===== src/rtl/pt_walk_pkg.sv =====
package pt_walk_pkg;

  typedef enum logic [1:0] {
    ACC_FETCH = 2'b00,
    ACC_LOAD  = 2'b01,
    ACC_STORE = 2'b10
  } acc_e;

  typedef enum logic [1:0] {
    V_HIT,
    V_NEED_WB,
    V_FAULT
  } verdict_e;

  typedef enum logic [1:0] {
    ST_IDLE,
    ST_TAG,
    ST_PTE,
    ST_WB
  } walk_state_e;

  localparam int BIT_GUARD = 3;
  localparam int BIT_CHG   = 7;
  localparam int BIT_REF   = 8;

  localparam logic [31:0] STAT_GUARD    = 32'h1000_0000;
  localparam logic [31:0] STAT_NF       = 32'h4000_0000;
  localparam logic [31:0] STAT_NF_STORE = 32'h4200_0000;
  localparam logic [31:0] STAT_PROT     = 32'h0A00_0000;

endpackage


===== src/rtl/pt_walk_addr.sv =====
module pt_walk_addr #(
  parameter int AW          = 32,
  parameter int ENTRIES     = 8,
  parameter int ENTRY_BYTES = 8
) (
  input  logic          clk_i,
  input  logic          rst_ni,
  input  logic          load_i,
  input  logic [AW-1:0] base_i,
  input  logic          step_i,
  output logic [AW-1:0] entry_o,
  output logic          last_o
);
  localparam int IW    = (ENTRIES > 1) ? $clog2(ENTRIES) : 1;
  localparam int SHIFT = $clog2(ENTRY_BYTES);

  logic [AW-1:0] base_q;
  logic [IW-1:0] idx_q;

  always_ff @(posedge clk_i or negedge rst_ni) begin
    if (!rst_ni) begin
      base_q <= '0;
      idx_q  <= '0;
    end else if (load_i) begin
      base_q <= base_i;
      idx_q  <= '0;
    end else if (step_i) begin
      idx_q  <= idx_q + 1'b1;
    end
  end

  assign entry_o = base_q + AW'({idx_q, {SHIFT{1'b0}}});
  assign last_o  = (idx_q == IW'(ENTRIES - 1));

  // stepping past the final slot would wrap into a foreign group
  AST_STEP_IN_GROUP: assert property (@(posedge clk_i) disable iff (!rst_ni)
    step_i |-> !last_o);

endmodule


===== src/rtl/pt_walk_decide.sv =====
module pt_walk_decide
  import pt_walk_pkg::*;
#(
  parameter int DW = 32
) (
  input  acc_e              acc_i,
  input  logic [DW-1:0]     pte_i,
  input  logic              key_i,
  output verdict_e          verdict_o,
  output logic [DW-1:0]     word_o,
  output logic [31:0]       status_o
);
  localparam logic [DW-1:0] REF_M = DW'(1) << BIT_REF;
  localparam logic [DW-1:0] CHG_M = DW'(1) << BIT_CHG;

  always_comb begin
    verdict_o = V_HIT;
    word_o    = pte_i;
    status_o  = '0;
    if (acc_i == ACC_STORE) begin
      if (!pte_i[BIT_CHG]) begin
        unique case (pte_i[1:0])
          2'b10: begin
            verdict_o = V_NEED_WB;
            word_o    = pte_i | REF_M | CHG_M;
          end
          2'b11: begin
            verdict_o = V_FAULT;
            status_o  = STAT_PROT;
          end
          default: begin
            if (key_i) begin
              verdict_o = V_FAULT;
              status_o  = STAT_PROT;
            end else begin
              verdict_o = V_NEED_WB;
              word_o    = pte_i | REF_M | CHG_M;
            end
          end
        endcase
      end
    end else if (acc_i == ACC_FETCH && pte_i[BIT_GUARD]) begin
      verdict_o = V_FAULT;
      status_o  = STAT_GUARD;
    end else if (!pte_i[BIT_REF]) begin
      verdict_o = V_NEED_WB;
      word_o    = pte_i | REF_M;
    end
    if (verdict_o == V_FAULT) word_o = '0;
  end

endmodule


===== src/rtl/pt_walker.sv =====
module pt_walker
  import pt_walk_pkg::*;
#(
  parameter int AW          = 32,
  parameter int DW          = 32,
  parameter int ENTRIES     = 8,
  parameter int ENTRY_BYTES = 8,
  parameter int SEC_BIT     = 6
) (
  input  logic            clk_i,
  input  logic            rst_ni,
  input  logic            req_valid_i,
  output logic            req_ready_o,
  input  logic [AW-1:0]   req_ea_i,
  input  logic [DW-1:0]   req_cmp_i,
  input  logic [AW-1:0]   req_grp0_i,
  input  logic [AW-1:0]   req_grp1_i,
  input  logic [1:0]      req_acc_i,
  input  logic            req_priv_i,
  input  logic            req_key_user_i,
  input  logic            req_key_sup_i,
  output logic            mem_req_o,
  output logic            mem_we_o,
  output logic [AW-1:0]   mem_addr_o,
  output logic [DW/2-1:0] mem_wdata_o,
  input  logic            mem_rvalid_i,
  input  logic [DW-1:0]   mem_rdata_i,
  output logic            done_o,
  output logic            hit_o,
  output logic [DW-1:0]   result_o,
  output logic [31:0]     status_o,
  output logic [AW-1:0]   res_ea_o
);
  localparam int HW              = DW / 2;
  localparam logic [DW-1:0] SEC_M = DW'(1) << SEC_BIT;
  localparam logic [AW-1:0] OFF_W1 = AW'(ENTRY_BYTES / 2);
  localparam logic [AW-1:0] OFF_HW = AW'(ENTRY_BYTES - 2);

  walk_state_e state_q, state_d;
  acc_e        acc_q;
  logic        key_q, pass_q;
  logic [DW-1:0] cmp_q, word_q;
  logic [AW-1:0] grp1_q, ea_q;

  logic          load_base, step, last;
  logic [AW-1:0] base_sel, entry;

  verdict_e      dec_verdict;
  logic [DW-1:0] dec_word;
  logic [31:0]   dec_stat;

  logic          finish, fin_hit;
  logic [DW-1:0] fin_res;
  logic [31:0]   fin_stat;

  logic          done_q, hit_q;
  logic [DW-1:0] result_q;
  logic [31:0]   status_q;

  assign base_sel = (state_q == ST_IDLE) ? req_grp0_i : grp1_q;

  pt_walk_addr #(
    .AW(AW), .ENTRIES(ENTRIES), .ENTRY_BYTES(ENTRY_BYTES)
  ) u_addr (
    .clk_i  (clk_i),
    .rst_ni (rst_ni),
    .load_i (load_base),
    .base_i (base_sel),
    .step_i (step),
    .entry_o(entry),
    .last_o (last)
  );

  pt_walk_decide #(.DW(DW)) u_decide (
    .acc_i    (acc_q),
    .pte_i    (mem_rdata_i),
    .key_i    (key_q),
    .verdict_o(dec_verdict),
    .word_o   (dec_word),
    .status_o (dec_stat)
  );

  always_comb begin
    state_d   = state_q;
    load_base = 1'b0;
    step      = 1'b0;
    finish    = 1'b0;
    fin_hit   = 1'b0;
    fin_res   = '0;
    fin_stat  = '0;
    unique case (state_q)
      ST_IDLE: begin
        if (req_valid_i) begin
          load_base = 1'b1;
          state_d   = ST_TAG;
        end
      end
      ST_TAG: begin
        if (mem_rvalid_i) begin
          if (mem_rdata_i == cmp_q) begin
            state_d = ST_PTE;
          end else if (!last) begin
            step = 1'b1;
          end else if (!pass_q) begin
            load_base = 1'b1;
          end else begin
            finish   = 1'b1;
            fin_stat = (acc_q == ACC_STORE) ? STAT_NF_STORE : STAT_NF;
            state_d  = ST_IDLE;
          end
        end
      end
      ST_PTE: begin
        if (mem_rvalid_i) begin
          unique case (dec_verdict)
            V_NEED_WB: state_d = ST_WB;
            V_FAULT: begin
              finish   = 1'b1;
              fin_stat = dec_stat;
              state_d  = ST_IDLE;
            end
            default: begin
              finish  = 1'b1;
              fin_hit = 1'b1;
              fin_res = dec_word;
              state_d = ST_IDLE;
            end
          endcase
        end
      end
      ST_WB: begin
        if (mem_rvalid_i) begin
          finish  = 1'b1;
          fin_hit = 1'b1;
          fin_res = word_q;
          state_d = ST_IDLE;
        end
      end
      default: state_d = ST_IDLE;
    endcase
  end

  always_ff @(posedge clk_i or negedge rst_ni) begin
    if (!rst_ni) begin
      state_q  <= ST_IDLE;
      acc_q    <= ACC_FETCH;
      key_q    <= 1'b0;
      pass_q   <= 1'b0;
      cmp_q    <= '0;
      word_q   <= '0;
      grp1_q   <= '0;
      ea_q     <= '0;
      done_q   <= 1'b0;
      hit_q    <= 1'b0;
      result_q <= '0;
      status_q <= '0;
    end else begin
      state_q <= state_d;
      done_q  <= finish;
      if (state_q == ST_IDLE && req_valid_i) begin
        acc_q  <= acc_e'(req_acc_i);
        key_q  <= req_priv_i ? req_key_user_i : req_key_sup_i;
        pass_q <= 1'b0;
        cmp_q  <= req_cmp_i;
        grp1_q <= req_grp1_i;
        ea_q   <= req_ea_i;
      end else if (state_q == ST_TAG && load_base) begin
        pass_q <= 1'b1;
        cmp_q  <= cmp_q | SEC_M;
      end
      if (state_q == ST_PTE && mem_rvalid_i) word_q <= dec_word;
      if (finish) begin
        hit_q    <= fin_hit;
        result_q <= fin_res;
        status_q <= fin_stat;
      end
    end
  end

  always_comb begin
    unique case (state_q)
      ST_PTE:  mem_addr_o = entry + OFF_W1;
      ST_WB:   mem_addr_o = entry + OFF_HW;
      default: mem_addr_o = entry;
    endcase
  end

  assign req_ready_o = (state_q == ST_IDLE);
  assign mem_req_o   = (state_q != ST_IDLE);
  assign mem_we_o    = (state_q == ST_WB);
  assign mem_wdata_o = word_q[HW-1:0];
  assign done_o      = done_q;
  assign hit_o       = hit_q;
  assign result_o    = result_q;
  assign status_o    = status_q;
  assign res_ea_o    = ea_q;

  AST_MEM_HOLD: assert property (@(posedge clk_i) disable iff (!rst_ni)
    mem_req_o && !mem_rvalid_i |=> mem_req_o && $stable(mem_addr_o) && $stable(mem_we_o));
  AST_DONE_PULSE: assert property (@(posedge clk_i) disable iff (!rst_ni)
    done_o |=> !done_o);
  AST_HIT_NO_STATUS: assert property (@(posedge clk_i) disable iff (!rst_ni)
    done_o && hit_o |-> status_o == '0);
  AST_FAULT_CODED: assert property (@(posedge clk_i) disable iff (!rst_ni)
    done_o && !hit_o |-> status_o != '0 && result_o == '0);
  AST_IDLE_NO_MEM: assert property (@(posedge clk_i) disable iff (!rst_ni)
    req_ready_o |-> !mem_req_o);
  AST_WB_HAS_REF: assert property (@(posedge clk_i) disable iff (!rst_ni)
    mem_we_o |-> mem_wdata_o[BIT_REF]);
  AST_STORE_HIT_DIRTY: assert property (@(posedge clk_i) disable iff (!rst_ni)
    done_o && hit_o && acc_q == ACC_STORE |-> result_o[BIT_CHG]);

endmodule


===== config.mk =====
export PLATFORM = sky130hd
export DESIGN_NAME = pt_walker
export DESIGN_NICKNAME = d
export VERILOG_FILES = /design/src/rtl/pt_walk_pkg.sv /design/src/rtl/pt_walk_addr.sv /design/src/rtl/pt_walk_decide.sv /design/src/rtl/pt_walker.sv
export SDC_FILE = /design/constraint.sdc
export NUM_CORES = 1
export LEC_CHECK = 0
export ABC_AREA = 1
export ABC_CLOCK_PERIOD_IN_PS = 3700
export BUFFER_PORTS_ARGS = -buffer_cell sky130_fd_sc_hd__buf_2
export CORE_MARGIN = 3
export CORE_UTILIZATION = 45
export CTS_CLUSTER_SIZE = 28
export DETAILED_ROUTE_END_ITERATION = 10
export PLACE_DENSITY = 0.7
export RECOVER_POWER = 25
export SYNTH_ARGS = -nofsm -noshare
export SYNTH_HDL_FRONTEND = slang
export SYNTH_SLANG_ARGS = --single-unit

===== constraint.sdc =====
create_clock -name clk_i -period 3.7 [get_ports clk_i]
set_clock_uncertainty 0.15 [all_clocks]
set_input_delay 0.185 -clock clk_i [delete_from_list [all_inputs] [get_ports clk_i]]
set_output_delay 0.185 -clock clk_i [all_outputs]
set_load 0.03 [all_outputs]

==> results.toml <==
[timing]
slew_headroom_pct = -83.9
slew_viol_final = 108
rsz0062_at_grt = "true"
finalSetupViolCount = 0
tightest_slew_ns = 2.76
setup_ws_ns = 0.135
fin_setup_tns_ns = 0
fmax_mhz = 281
timing.final.crit_period_ns = 3.56
finalHoldViolations = 0
period_share_pct = 96.3

[routing]
drt-total-wl_um = 44400
wl_per_cell_um = 16.8
initialDrtViolationCount = 1178
dr_wl_met3_um = 3280
wl_met1_um = 18700
route.met2.wl_um = 20800
first_pass_iters = 6
via_per_inst = 5.17
drc = 0
via_count = 13700
highest_layer = "met4"
ant_nets = 0

[grt]
grt_antenna_before_repair = 3
grt.overflow.total = 0
grt_pass1_vias = 13200
grt_max_degree = 108
grtUsageTotal_pct = 29.2
grt_pass1_wl_um = 69400

[layout]
drive_gt1_share_pct = 20.1
instances_no_fill = 2644
stdcell_area_sq_um = 16900
syn_to_final_growth_pct = 35.8
finalNetCount = 2463
fillers = 2382

[floorplanning]
dieArea_sq_um = 29600
initial_core_util_pct = 46.0
die_x_um = 172
die_h_um = 172
rows = 60
ioPinCount = 318
core_sq_um = 27000

[power_and_ir_drop]
ir_drop_uv = 430
clkPwrFrac_pct = 21.7
power.total_mw = 10.8
power_density_nw_per_um2 = 642
p_int_mw = 5.88
pwr-share-comb_pct = 45.4
leakagePower_nw = 8.83
seq_power_share_pct = 32.9
power_switching_mw = 4.95
p_sw_share_pct = 45.7

[worst_setup_path]
path_class = "reg2out"
r2r-end = "result_o[10]$_DFFE_PN0P_"
arrival_ns = 3.23
critPathCaptureType = "primary output"
startpoint_type = "flop"
r2r-start = "key_q$_DFFE_PN0P_"
reg2reg_slack_ns = 0.82
reg2reg_depth = 12
crit_fanout = 5
required_ns = 3.37

[cts]
clkTransAtPathRegs_ns = 0.06
clock_path_buffers = 3
cts-root-buf = "clkbuf_16"
clock_latency_ns = 0.52
cts_buffers = 24
cts_tree = "built"
cts.sinks = 207
h-tree-depth = 1

[run]
drv_cap = 1

[hold_path]
min_path_cells = 5
holdCritPathClass = "in2reg"
min_from = "mem_rdata_i[3]"
min_to = "word_q[3]$_DFFE_PN0P_"

[placed_design]
portBuffers = 289
dp_hpwl_um = 30800
pre_cts_ws_ns = 0.241
place.gp.congestion = 0.969
placed_cells = 2418
dpl_cell_area_sq_um = 14000

[synthesis]
ys_ff_latch = 207
yosysSeqAreaShare_pct = 41.7
ys_top_cells_by_area = "dfrtp_1 (42%), nand2_1 (25%), o21ai_0 (5.0%), nor2_1 (4.5%), nand3_1 (4.1%)"
yosysWarnings = 0
avgSynthCellArea_sq_um = 6.71
yosys.area.top_type = "dfrtp_1"
synth_top_area_share_pct = 41.7
postSynth.asyncResetShare_pct = 100
synth_edf_count = 0
yosys.cell_types.count = 43
synth-main-ff-cell = "dfrtp_1"
netlist_area_sq_um = 12400
syn-instance-count = 1852

[outcome]
violations = "max-capacitance violations, max-slew violations"
status = "complete, but fails checks"
[per-stage QoR]
| step | hold slack, ns | utilization, % |
|---|---|---|
| final | 0.0187 | 62.4 |
| after global routing | 0.0811 | 62.4 |
| after CTS | 0.000746 | 61.2 |
| after detailed placement | 0.220 | 51.7 |
| after global placement | 0.213 | 51.7 |
| after floorplan | -0.261 | - |
[worst max path at each step]
stage                                start  slack (ns)              to  depth (start not counted)
5_1_grt        u_addr.idx_q[0]$_DFFE_PN0P_       -0.05  mem_addr_o[29]                         16
3_5_place_dp   u_addr.idx_q[0]$_DFFE_PN0P_        0.24  mem_addr_o[20]                         15
3_3_place_gp   u_addr.idx_q[0]$_DFFE_PN0P_        0.19  mem_addr_o[13]                         12
6_report       u_addr.idx_q[0]$_DFFE_PN0P_        0.14  mem_addr_o[15]                         15
2_1_floorplan  u_addr.idx_q[0]$_DFFE_PN0P_        0.68  mem_addr_o[25]                         15
4_1_cts        u_addr.idx_q[0]$_DFFE_PN0P_      0.0003  mem_addr_o[23]                         15
[metal layers]
| metal | vias up | track usage, % |
|---|---|---|
| li1 | 6572 | - |
| met1 | 6322 | 40.8 |
| met2 | 655 | 46.8 |
| met3 | 131 | 4.57 |
| met4 | 0 | 9.68 |
| met5 | - | 0 |
[flip-flops by register name, indices dropped and copies added (netlist names)]
register	count
acc_q	2
done_o	1
status_o	4
cmp_q	32
hit_o	1
word_q	32
u_addr.base_q	32
res_ea_o	32
u_addr.idx_q	3
pass_q	1
grp1_q	32
key_q	1
result_o	32
state_q	2
[what timing repair did]
| action | CTS | global route |
|---|---|---|
| hold buffers | 162 | 0 |
| setup endpoints to repair | 22 | 23 |
| hold endpoints to repair | 278 | 0 |
| resized for setup | 30 | 86 |
| setup buffers | 4 | 10 |
| pin swaps | 7 | 14 |
[logic make-up after synthesis]
logic type / Yosys count / share of synthesized area [%]
simple gates: 1167 / 38.1
mux: 1 / 0.0806
fa+ha+maj: 15 / 1.57
other cells: 1 / 0.0302
buf+inv: 260 / 9.32
xor+xnor: 17 / 1.20
flops: 207 / 41.7
compound gates: 184 / 8.02
[power groups by stage]
| stage | clock network (mW) | logic, mW | registers [mW] |
|---|---|---|---|
| after detailed placement | 0 | 4.50 | 3.54 |
| after global routing | 2.50 | 5.41 | 3.64 |
| after CTS | 2.40 | 4.70 | 3.52 |
| after global placement | 0 | 4.45 | 3.52 |
| after floorplan | 0 | 2.83 | 3.75 |
| final | 2.35 | 4.91 | 3.56 |
[placed cells by master, fill, tap and decap left out, types with 28 or more instances in the layout]
| cell type | n |
|---|---|
| buf_4 | 35 |
| o21ai_0 | 123 |
| nand2_1 | 818 |
| dlygate4sd3_1 | 162 |
| dfrtp_1 | 204 |
| inv_1 | 132 |
| conb_1 | 28 |
| clkbuf_1 | 32 |
| nand3_1 | 94 |
| buf_2 | 248 |
| nor2_1 | 128 |
[final cells by class]
type / instances / area, sq um / area share (%)
inverters: 149 / 561 / 3.32
repair buffers: 485 / 3330 / 19.7
well taps: 341 / 427 / 2.53
clock inverters: 9 / 85.1 / 0.504
clock buffers: 34 / 708 / 4.20
flip-flops and latches: 207 / 5180 / 30.7
diodes: 7 / 17.5 / 0.104
multi-input cells: 1412 / 6560 / 38.9
[cell usage after synthesis (2+ instances only)]
cell,number
inv_2,9
a31oi_1,16
nor2_2,16
ha_1,14
nand2_2,10
clkinv_1,3
buf_1,11
nor2_1,148
buf_4,45
o211ai_1,4
nand4_1,19
nor2_4,7
nand3_1,103
nor3_1,5
xor2_1,3
nand3b_1,2
clkbuf_1,45
o21ai_0,125
nand2_1,841
xnor2_1,14
o21ai_1,8
buf_2,10
o22ai_1,2
inv_1,137
or2_2,13
o221ai_1,3
and2_1,2
dfrtp_1,207
a21oi_1,16
[worst max-delay path, stage by stage, from the launching register on]
cell and delay [ns]:
dfrtp_2 0.44, ha_4 0.19, fa_2 0.57, nand2_2 0.09, nor2_1 0.10, nand2_1 0.11
nor2_4 0.13, nand3_2 0.12, inv_1 0.11, nand2_1 0.10, nor2_4 0.20, buf_4 0.14
o21ai_0 0.06, a21oi_1 0.12, nor2_1 0.05, buf_2 0.17
(Power assumes the default switching activity.)
